--- config.mk ---
export PLATFORM = sky130hd
export DESIGN_NAME = ssp_predictor
export DESIGN_NICKNAME = d
export VERILOG_FILES = /design/src/rtl/ssp_pkg.sv /design/src/rtl/ssp_id_table.sv /design/src/rtl/ssp_set_table.sv /design/src/rtl/ssp_predictor.sv
export SDC_FILE = /design/constraint.sdc
export NUM_CORES = 2
export LEC_CHECK = 0
export BUFFER_PORTS_ARGS = -buffer_cell sky130_fd_sc_hd__buf_2
export CAP_MARGIN = 30
export CORE_UTILIZATION = 45
export DETAILED_ROUTE_END_ITERATION = 6
export SYNTH_ARGS = -nofsm -noshare
export SYNTH_HDL_FRONTEND = slang
export SYNTH_SLANG_ARGS = --single-unit
--- constraint.sdc ---
create_clock -name clk -period 5 [get_ports clk]
set_input_delay 0.5 -clock clk [delete_from_list [all_inputs] [get_ports clk]]
set_output_delay 0.5 -clock clk [all_outputs]
set_load 0.01 [all_outputs]
--- src/rtl/ssp_pkg.sv ---
package ssp_pkg;
  // Right shift folded into the PC before a new set identifier is formed.
  localparam int unsigned HASH_FOLD = 10;
endpackage

--- src/rtl/ssp_id_table.sv ---
module ssp_id_table #(
  parameter int unsigned PC_W      = 32,
  parameter int unsigned ENTRIES   = 64,
  parameter int unsigned ID_W      = 4,
  parameter int unsigned PC_OFFSET = 2,
  parameter int unsigned RD_PORTS  = 3
) (
  input  logic                              clk,
  input  logic                              rst_n,
  input  logic                              clr,
  input  logic                              vio_en,
  input  logic [PC_W-1:0]                   vio_st_pc,
  input  logic [PC_W-1:0]                   vio_ld_pc,
  input  logic [RD_PORTS-1:0][PC_W-1:0]     rd_pc,
  output logic [RD_PORTS-1:0]               rd_hit,
  output logic [RD_PORTS-1:0][ID_W-1:0]     rd_id,
  output logic [ENTRIES-1:0]                vld_o
);
  localparam int unsigned IDX_W = $clog2(ENTRIES);

  logic [ENTRIES-1:0]           vld;
  logic [ENTRIES-1:0][ID_W-1:0] ids;

  function automatic logic [IDX_W-1:0] idx_of(input logic [PC_W-1:0] pc);
    return pc[PC_OFFSET +: IDX_W];
  endfunction

  function automatic logic [ID_W-1:0] hash_of(input logic [PC_W-1:0] pc);
    logic [PC_W-1:0] f;
    f = pc ^ (pc >> ssp_pkg::HASH_FOLD);
    return f[ID_W-1:0];
  endfunction

  for (genvar p = 0; p < RD_PORTS; p++) begin : g_rd
    assign rd_hit[p] = vld[idx_of(rd_pc[p])];
    assign rd_id[p]  = ids[idx_of(rd_pc[p])];
  end

  logic [IDX_W-1:0] st_i, ld_i;
  logic             st_v, ld_v;
  logic [ID_W-1:0]  new_id;

  always_comb begin
    st_i = idx_of(vio_st_pc);
    ld_i = idx_of(vio_ld_pc);
    st_v = vld[st_i];
    ld_v = vld[ld_i];
    unique case ({st_v, ld_v})
      2'b00:   new_id = hash_of(vio_st_pc);
      2'b10:   new_id = ids[st_i];
      2'b01:   new_id = ids[ld_i];
      default: new_id = (ids[st_i] < ids[ld_i]) ? ids[st_i] : ids[ld_i];
    endcase
  end

  always_ff @(posedge clk) begin
    if (!rst_n || clr) begin
      vld <= '0;
      ids <= '0;
    end else if (vio_en) begin
      vld[st_i] <= 1'b1;
      vld[ld_i] <= 1'b1;
      ids[st_i] <= new_id;
      ids[ld_i] <= new_id;
    end
  end

  assign vld_o = vld;
endmodule

--- src/rtl/ssp_set_table.sv ---
module ssp_set_table #(
  parameter int unsigned ENTRIES = 16,
  parameter int unsigned SEQ_W   = 16,
  parameter int unsigned TID_W   = 1
) (
  input  logic                            clk,
  input  logic                            rst_n,
  input  logic                            clr,
  input  logic                            ins_en,
  input  logic [$clog2(ENTRIES)-1:0]      ins_set,
  input  logic [SEQ_W-1:0]                ins_seq,
  input  logic [TID_W-1:0]                ins_tid,
  input  logic                            iss_en,
  input  logic [$clog2(ENTRIES)-1:0]      iss_set,
  input  logic [SEQ_W-1:0]                iss_seq,
  input  logic                            sq_en,
  input  logic [TID_W-1:0]                sq_tid,
  input  logic [SEQ_W-1:0]                sq_seq,
  output logic [ENTRIES-1:0]              vld_o,
  output logic [ENTRIES-1:0][SEQ_W-1:0]   seq_o
);
  logic [ENTRIES-1:0][TID_W-1:0] tid;

  for (genvar e = 0; e < ENTRIES; e++) begin : g_ent
    logic ins_me, iss_me, sq_me;
    assign ins_me = ins_en && (ins_set == e);
    assign iss_me = iss_en && (iss_set == e) && (seq_o[e] == iss_seq);
    assign sq_me  = sq_en && (tid[e] == sq_tid) && (seq_o[e] > sq_seq);

    always_ff @(posedge clk) begin
      if (!rst_n || clr) begin
        vld_o[e] <= 1'b0;
        seq_o[e] <= '0;
        tid[e]   <= '0;
      end else if (ins_me) begin
        vld_o[e] <= 1'b1;
        seq_o[e] <= ins_seq;
        tid[e]   <= ins_tid;
      end else if (iss_me || sq_me) begin
        vld_o[e] <= 1'b0;
      end
    end
  end
endmodule

--- src/rtl/ssp_predictor.sv ---
module ssp_predictor #(
  parameter int unsigned PC_W        = 32,
  parameter int unsigned SEQ_W       = 16,
  parameter int unsigned THREADS     = 2,
  parameter int unsigned ID_ENTRIES  = 64,
  parameter int unsigned SET_ENTRIES = 16,
  parameter int unsigned PC_OFFSET   = 2,
  localparam int unsigned ID_W  = $clog2(SET_ENTRIES),
  localparam int unsigned TID_W = (THREADS > 1) ? $clog2(THREADS) : 1
) (
  input  logic             clk,
  input  logic             rst_n,
  input  logic             clear,
  input  logic             ins_valid,
  input  logic [PC_W-1:0]  ins_pc,
  input  logic [SEQ_W-1:0] ins_seq,
  input  logic [TID_W-1:0] ins_tid,
  input  logic             vio_valid,
  input  logic [PC_W-1:0]  vio_store_pc,
  input  logic [PC_W-1:0]  vio_load_pc,
  input  logic             iss_valid,
  input  logic [PC_W-1:0]  iss_pc,
  input  logic [SEQ_W-1:0] iss_seq,
  input  logic             sq_valid,
  input  logic [TID_W-1:0] sq_tid,
  input  logic [SEQ_W-1:0] sq_seq,
  input  logic             lk_valid,
  output logic             lk_ready,
  input  logic [PC_W-1:0]  lk_pc,
  output logic             rsp_valid,
  input  logic             rsp_ready,
  output logic [SEQ_W-1:0] rsp_seq
);
  localparam int unsigned RD_LK  = 0;
  localparam int unsigned RD_INS = 1;
  localparam int unsigned RD_ISS = 2;
  localparam int unsigned RDN    = 3;

  logic [RDN-1:0]                 rd_hit;
  logic [RDN-1:0][ID_W-1:0]       rd_id;
  logic [RDN-1:0][PC_W-1:0]       rd_pc;
  logic [ID_ENTRIES-1:0]          id_vld;
  logic [SET_ENTRIES-1:0]         set_vld;
  logic [SET_ENTRIES-1:0][SEQ_W-1:0] set_seq;

  assign rd_pc[RD_LK]  = lk_pc;
  assign rd_pc[RD_INS] = ins_pc;
  assign rd_pc[RD_ISS] = iss_pc;

  ssp_id_table #(
    .PC_W(PC_W), .ENTRIES(ID_ENTRIES), .ID_W(ID_W),
    .PC_OFFSET(PC_OFFSET), .RD_PORTS(RDN)
  ) u_ids (
    .clk(clk), .rst_n(rst_n), .clr(clear),
    .vio_en(vio_valid), .vio_st_pc(vio_store_pc), .vio_ld_pc(vio_load_pc),
    .rd_pc(rd_pc), .rd_hit(rd_hit), .rd_id(rd_id), .vld_o(id_vld)
  );

  ssp_set_table #(
    .ENTRIES(SET_ENTRIES), .SEQ_W(SEQ_W), .TID_W(TID_W)
  ) u_sets (
    .clk(clk), .rst_n(rst_n), .clr(clear),
    .ins_en(ins_valid && rd_hit[RD_INS]), .ins_set(rd_id[RD_INS]),
    .ins_seq(ins_seq), .ins_tid(ins_tid),
    .iss_en(iss_valid && rd_hit[RD_ISS]), .iss_set(rd_id[RD_ISS]),
    .iss_seq(iss_seq),
    .sq_en(sq_valid), .sq_tid(sq_tid), .sq_seq(sq_seq),
    .vld_o(set_vld), .seq_o(set_seq)
  );

  logic             lk_fire;
  logic [SEQ_W-1:0] lk_result;

  assign lk_ready  = !rsp_valid || rsp_ready;
  assign lk_fire   = lk_valid && lk_ready;
  assign lk_result = (rd_hit[RD_LK] && set_vld[rd_id[RD_LK]]) ? set_seq[rd_id[RD_LK]] : '0;

  always_ff @(posedge clk) begin
    if (!rst_n) begin
      rsp_valid <= 1'b0;
      rsp_seq   <= '0;
    end else if (lk_fire) begin
      rsp_valid <= 1'b1;
      rsp_seq   <= lk_result;
    end else if (rsp_ready) begin
      rsp_valid <= 1'b0;
    end
  end
endmodule

======== After elaboration in Yosys (flattened, before gate mapping) ========
Cells that the tools add are included.
storage, ports and cells
  register bits ........................... 625
  bits of input ports ..................... 219
  output and inout bits ................... 18
  logic and storage cells ................. 404
cells by class
  $lt $le $gt $ge ......................... 25
  equality and inequality tests ........... 64
  mux-type cells .......................... 71
  bitwise logic cells ..................... 3
  reduce and logical (&&, ||, !) cells .... 126
operators with widths
  operator                                                                              count
  256-bit bitwise mux                                                                   2
  16-bit equality test                                                                  16
  16-bit greater-than comparator                                                        16
  64-bit bitwise OR                                                                     2
  4-bit binary-select mux with 6-bit select                                             5
  1-bit logical AND                                                                     86
  16-bit binary-select mux with 4-bit select                                            1
  4-bit equality test (second input constant)                                           16
  4-bit demux with 6-bit select                                                         2
  1-bit two-way mux                                                                     42
  6-bit by 7-bit less-than comparator with 1-bit output (second input constant)         5
  2-bit nonzero test                                                                    17
  4-bit by 3-bit equality test with 1-bit output (second input constant)                8
  16-bit two-way mux                                                                    2
  4-bit two-way mux                                                                     8
  1-bit binary-select mux with 6-bit select                                             5
  1-bit logical OR                                                                      18
  1-bit equality test                                                                   16
  4-bit by 2-bit equality test with 1-bit output (second input constant)                4
  1-bit demux with 6-bit select                                                         2
  6-bit by 1-bit greater-or-equal comparator with 1-bit output (second input constant)  2
  4-bit one-hot mux with 3 select lines                                                 1
  4-bit by 1-bit equality test with 1-bit output (second input constant)                2
  4-bit zero test                                                                       2
  8 further kinds                                                                       9

======== Depth between registers and ports, before layout ========
  word-level depth ........................ 8
  mapped depth ............................ 20
  gate-level depth less buffers ........... 14

======== Cells and area by module ========
A second synthesis with hierarchy kept.
second synthesis, totals
  cells, all modules ...................... 5054
  area, all modules ....................... 46797.4 um^2
modules (own cells, without submodules)
  module         times used  cells each  area each (um^2)  sequential area each (um^2)
  ssp_id_table   1           2435        24792.5           6406.1
  ssp_set_table  1           2386        19143.4           5765.5
  ssp_predictor  1           233         2861.5            340.3

======== Worst setup path before layout ========
Ideal clock, no wire load.
  path kind ............................... input-to-reg
  from .................................... input port vio_load_pc[3]
  to ...................................... register u_ids.ids[10] (netlist bit)
  library setup time ...................... 0.128 ns
  arrival time ............................ 3.945 ns
  required time ........................... 4.872 ns
  slack ................................... 0.927 ns
  stages on the path ...................... 16
  buffers on the path ..................... 4
  cell sequence ........................... clkbuf_1 nor3_1 clkbuf_1 clkbuf_1 a22o_1 a221oi_1 a31oi_1 or3_1 nor4_1 ha_1 nand3_1 o211a_1 or3b_2 nand3_1 clkbuf_1 o21ai_0
between the ends
  longest elaborated chain between the ends .. 7
  elaborated cells between the ends (all ways) .. 17
  classes of those cells .................. 3 x order compare; 2 x eq/ne; 10 x mux; 2 x reduce/logical
RTL lines
  item                                       RTL line                                text
  from (decl)                                ssp_predictor.sv:20                     input logic [PC_W-1:0] vio_load_pc,
  4-bit binary-select mux with 6-bit select  ssp_id_table.sv:51, ssp_id_table.sv:52
  4-bit two-way mux (not written as such)    ssp_id_table.sv:51, ssp_id_table.sv:52
  4-bit less-than comparator                 ssp_id_table.sv:52                      default: new_id = (ids[st_i] < ids[ld_i]) ? ids[st_i] : ids[ld_i];
  4-bit two-way mux                          ssp_id_table.sv:52
  4-bit one-hot mux with 3 select lines      ssp_id_table.sv:48                      unique case ({st_v, ld_v})
  256-bit bitwise mux                        ssp_id_table.sv:63                      ids[st_i] <= new_id;
  256-bit bitwise mux (*)                    ssp_id_table.sv:64                      ids[ld_i] <= new_id;
  to (signal, indexed assignment)            ssp_id_table.sv:63
  to (signal, indexed assignment)            ssp_id_table.sv:64
  to (decl)                                  ssp_id_table.sv:22                      logic [ENTRIES-1:0][ID_W-1:0] ids;
Every way passes the cells marked *; elsewhere a longest branch is shown, timed or not. The select of a mux whose other input is x is not followed.
A chain may end at the register's enable or synchronous reset.

======== Worst setup path after layout ========
  from .................................... register u_ids.ids[122] (netlist bit)
  to ...................................... register rsp_seq[5]
between the ends
  longest elaborated chain between the ends .. 6
  elaborated cells between the ends (all ways) .. 8
  classes of those cells .................. 7 x mux; 1 x reduce/logical
RTL lines
  item                                           RTL line             text
  4-bit binary-select mux with 6-bit select (*)  ssp_id_table.sv:36   assign rd_id[p] = ids[idx_of(rd_pc[p])];
  4-bit two-way mux (not written as such) (*)    ssp_id_table.sv:36
  1-bit binary-select mux with 4-bit select      ssp_predictor.sv:76  assign lk_result = (rd_hit[RD_LK] && set_vld[rd_id[RD_LK]]) ? set_seq[rd_id[RD_LK]] : '0;
  1-bit two-way mux (not written as such)        ssp_predictor.sv:76
  1-bit logical AND                              ssp_predictor.sv:76
  16-bit two-way mux (*)                         ssp_predictor.sv:76
  to (signal assigned)                           ssp_predictor.sv:84  rsp_seq <= lk_result;
  to (decl)                                      ssp_predictor.sv:32  output logic [SEQ_W-1:0] rsp_seq
Marked as above.

==> flow_summary.ini <==
[status]
outcome = complete, no violations

[global_route]
grt_use_met3_pct = 8.46
gr-total-overflow = 0
grt_max_degree = 131
grt_pass1_wl_mm = 293
grt_use_met2_pct = 61.2
grt_pass1_vias = 40440
met1_usage_pct = 47.4
grt.total_usage_pct = 39.2
grt-busiest-layer = met2
antenna_found_initial = 4

[placement]
gp_congestion = 1.05
dp.final_hpwl_mm = 144
pre_cts_slack_ns = 0.347
port_buffers = 112

[setup_path]
end_kind = flop
worstSetupPathType = reg -> reg
cp_max_fo = 14
cp.required_ns = 5.56
cp.arrival_ns = 4.80
setup.worst_path.start_class = flop
reg2reg_to = rsp_seq[5]
r2r_start = u_ids.ids[122]
reg2regPathDepth = 12
r2r_setup_slack_ns = 0.76

[yosys]
synthArstFlopShare_pct = 0
synth_edf_count = 0
synth_nets = 5208
seq_area_frac_synth_pct = 27.4
synth_top_area_cell = dfxtp_1
syn_avg_cell_area_sq_um = 9.67
synth.distinct_cells = 87
yosysWarnings = 0
yosys.area.top_type_share_pct = 27.4
synthCells = 4729
ys.flop_type = dfxtp_1
yosys_register_bits = 625
ys_top_cells_by_area = dfxtp_1 (27%), mux4_2 (14%), mux2i_1 (9.1%)
netlist_area_sq_um = 45700

[cts]
clk_path_buf_depth = 3
numCtsBuffers = 74
clk_pin_slew_worst_paths_ns = 0.06
cts.repair.resized = 0
cts_setup_buffers = 0
cts.sinks = 625
clk_latency_ns = 0.68
htree_levels = 3
cts_tree = built
cts-root-buf = clkbuf_16
cts_hold_buf = 0

[floorplan]
die-area_sq_um = 103000
die_h_um = 321
top_level_ports = 237
die_w_um = 321
row_count = 116
coreArea_sq_um = 100000
start_util_pct = 45.5

[hold_path]
hold_path.class = in -> reg
hp-start = lk_valid
holdPathEnd = rsp_valid
min_path_cells = 3

[finish]
syn_to_final_growth_pct = 11.1
drive_gt1_share_pct = 17.7
final_common_cell = dfxtp_1
antenna-diode-count = 0
final_cell_mix = dfxtp_1 (625), nor2_1 (430), mux2i_1 (415)
nets = 5212
nFillCells = 9445

[sta]
worstMarginPinSlew_ns = 1.04
hold-worst-slack_ns = 0.109
finalHoldViolCount = 0
setup_viol = 0
period_needed_ns = 4.24
period_share_pct = 84.8
fmax_mhz = 236
setup_ws_ns = 0.759
rsz0062_at_grt = no
slew_headroom_pct = 30.5
fin_skew_ns = 0.0307
tns_ns = 0
slew_viol_final = 0

[routing]
dr.pass1.iters = 7
drtAntennaViolNets = 0
wl_mm = 206
drcViolationCount = 0
wl_per_cell_um = 33.5
via_per_inst = 6.95
drt_iter0_markers = 6276
vias = 42745

[pwr]
p_per_area_nw_per_um2 = 250
ir_drop_uv = 235
finalPower_uw = 12700
p_leak_uw = 0.0191

[run]
cap_violations = 0
[critical path, stage by stage (launching register included)]
cell	delay [ns]
dfxtp_1	0.40
mux4_1	0.55
a22oi_1	0.22
a21oi_1	0.12
or4_1	0.74
nand2_1	0.35
or3_1	0.42
o22ai_1	0.23
a211oi_1	0.37
buf_4	0.21
o221ai_1	0.16
buf_4	0.19
a22o_1	0.17
[kinds of logic after synthesis]
family / Yosys count / share of synthesized area [%]
AOI/OAI and AO/OA: 1189 / 17.3
and+or+nand+nor: 1132 / 12.0
muxes: 786 / 26.1
DFF: 625 / 27.4
buffers and inverters: 461 / 4.83
xor gates and xnor gates: 276 / 5.28
adders and majority gates: 260 / 7.11
[synthesized netlist by cell type, types with 9 or more instances]
cell      number
buf_4         22
xor2_1       104
o22ai_1      110
or3_1          9
nor2b_1       46
o21a_1        78
mux4_1        20
inv_1         54
nand4_1      122
dfxtp_1      625
mux2_2        56
buf_1         29
a22oi_1      167
a311oi_1      64
nor3_1        12
a21oi_1      216
mux4_2       292
nand2b_1      29
a31oi_1       42
a22o_1        56
nor2_1       432
buf_6         17
a221oi_1      50
a21o_1        54
buf_2         67
mux2i_1      415
nand2_1      135
nand3b_1       9
clkbuf_1     252
a221o_1       13
nor2_4        10
xnor2_1      172
o221ai_1      15
nor4_1        39
a211oi_1      25
nand3_1      235
ha_1         260
o21ai_0      245
[per-stage QoR]
step	cell area [sq um]	instances	utilization [%]
final	50800	6148	50.6
after global routing	50800	6148	50.6
after CTS	50800	6148	50.6
after detailed placement	48200	6014	48.0
after global placement	48000	6008	47.8
after floorplan	45700	4729	-
[how the worst max path moves through the flow]
stage	from	endpoint	slack [ns]	depth (start not counted)
final	u_ids.ids[122]	rsp_seq[5]	0.76	12
after global placement	lk_pc[2]	rsp_seq[3]	0.34	14
after CTS	u_ids.ids[122]	rsp_seq[5]	0.90	12
after detailed placement	lk_pc[2]	rsp_seq[5]	0.35	13
after global routing	u_ids.ids[122]	rsp_seq[5]	0.70	12
after floorplan	vio_load_pc[3]	u_ids.ids[10]	0.93	16
[where the power goes]
part | internal, uW | switching [uW] | total (uW)
clock network | 3620 | 2410 | 6030
registers | 4990 | 19.7 | 5010
logic | 500 | 1170 | 1670
[cell type report]
| class | instances | area, sq um | area share, % |
|---|---|---|---|
| timing repair buffer | 331 | 2630 | 5.17 |
| clock buffer | 106 | 2190 | 4.30 |
| inverter | 58 | 218 | 0.428 |
| sequential | 625 | 12500 | 24.6 |
| multi-input combinational | 3643 | 31100 | 61.2 |
| tap | 1357 | 1700 | 3.34 |
| clock inverter | 28 | 473 | 0.931 |
[sequential cells by signal, summed over array words and instances (netlist names)]
register / flops
rsp_seq: 16
u_ids.vld_o: 64
u_sets.seq_o: 256
u_sets.vld_o: 16
u_sets.tid: 16
rsp_valid: 1
u_ids.ids: 256
[routing by layer]
layer | vias to the layer above | share of wire (%)
li1 | 18248 | -
met1 | 20700 | 37
met2 | 2883 | 44
met3 | 910 | 9.9
met4 | 4 | 9.1
met5 | - | 0.012
No activity file was read; power rests on OpenSTA's default activity.
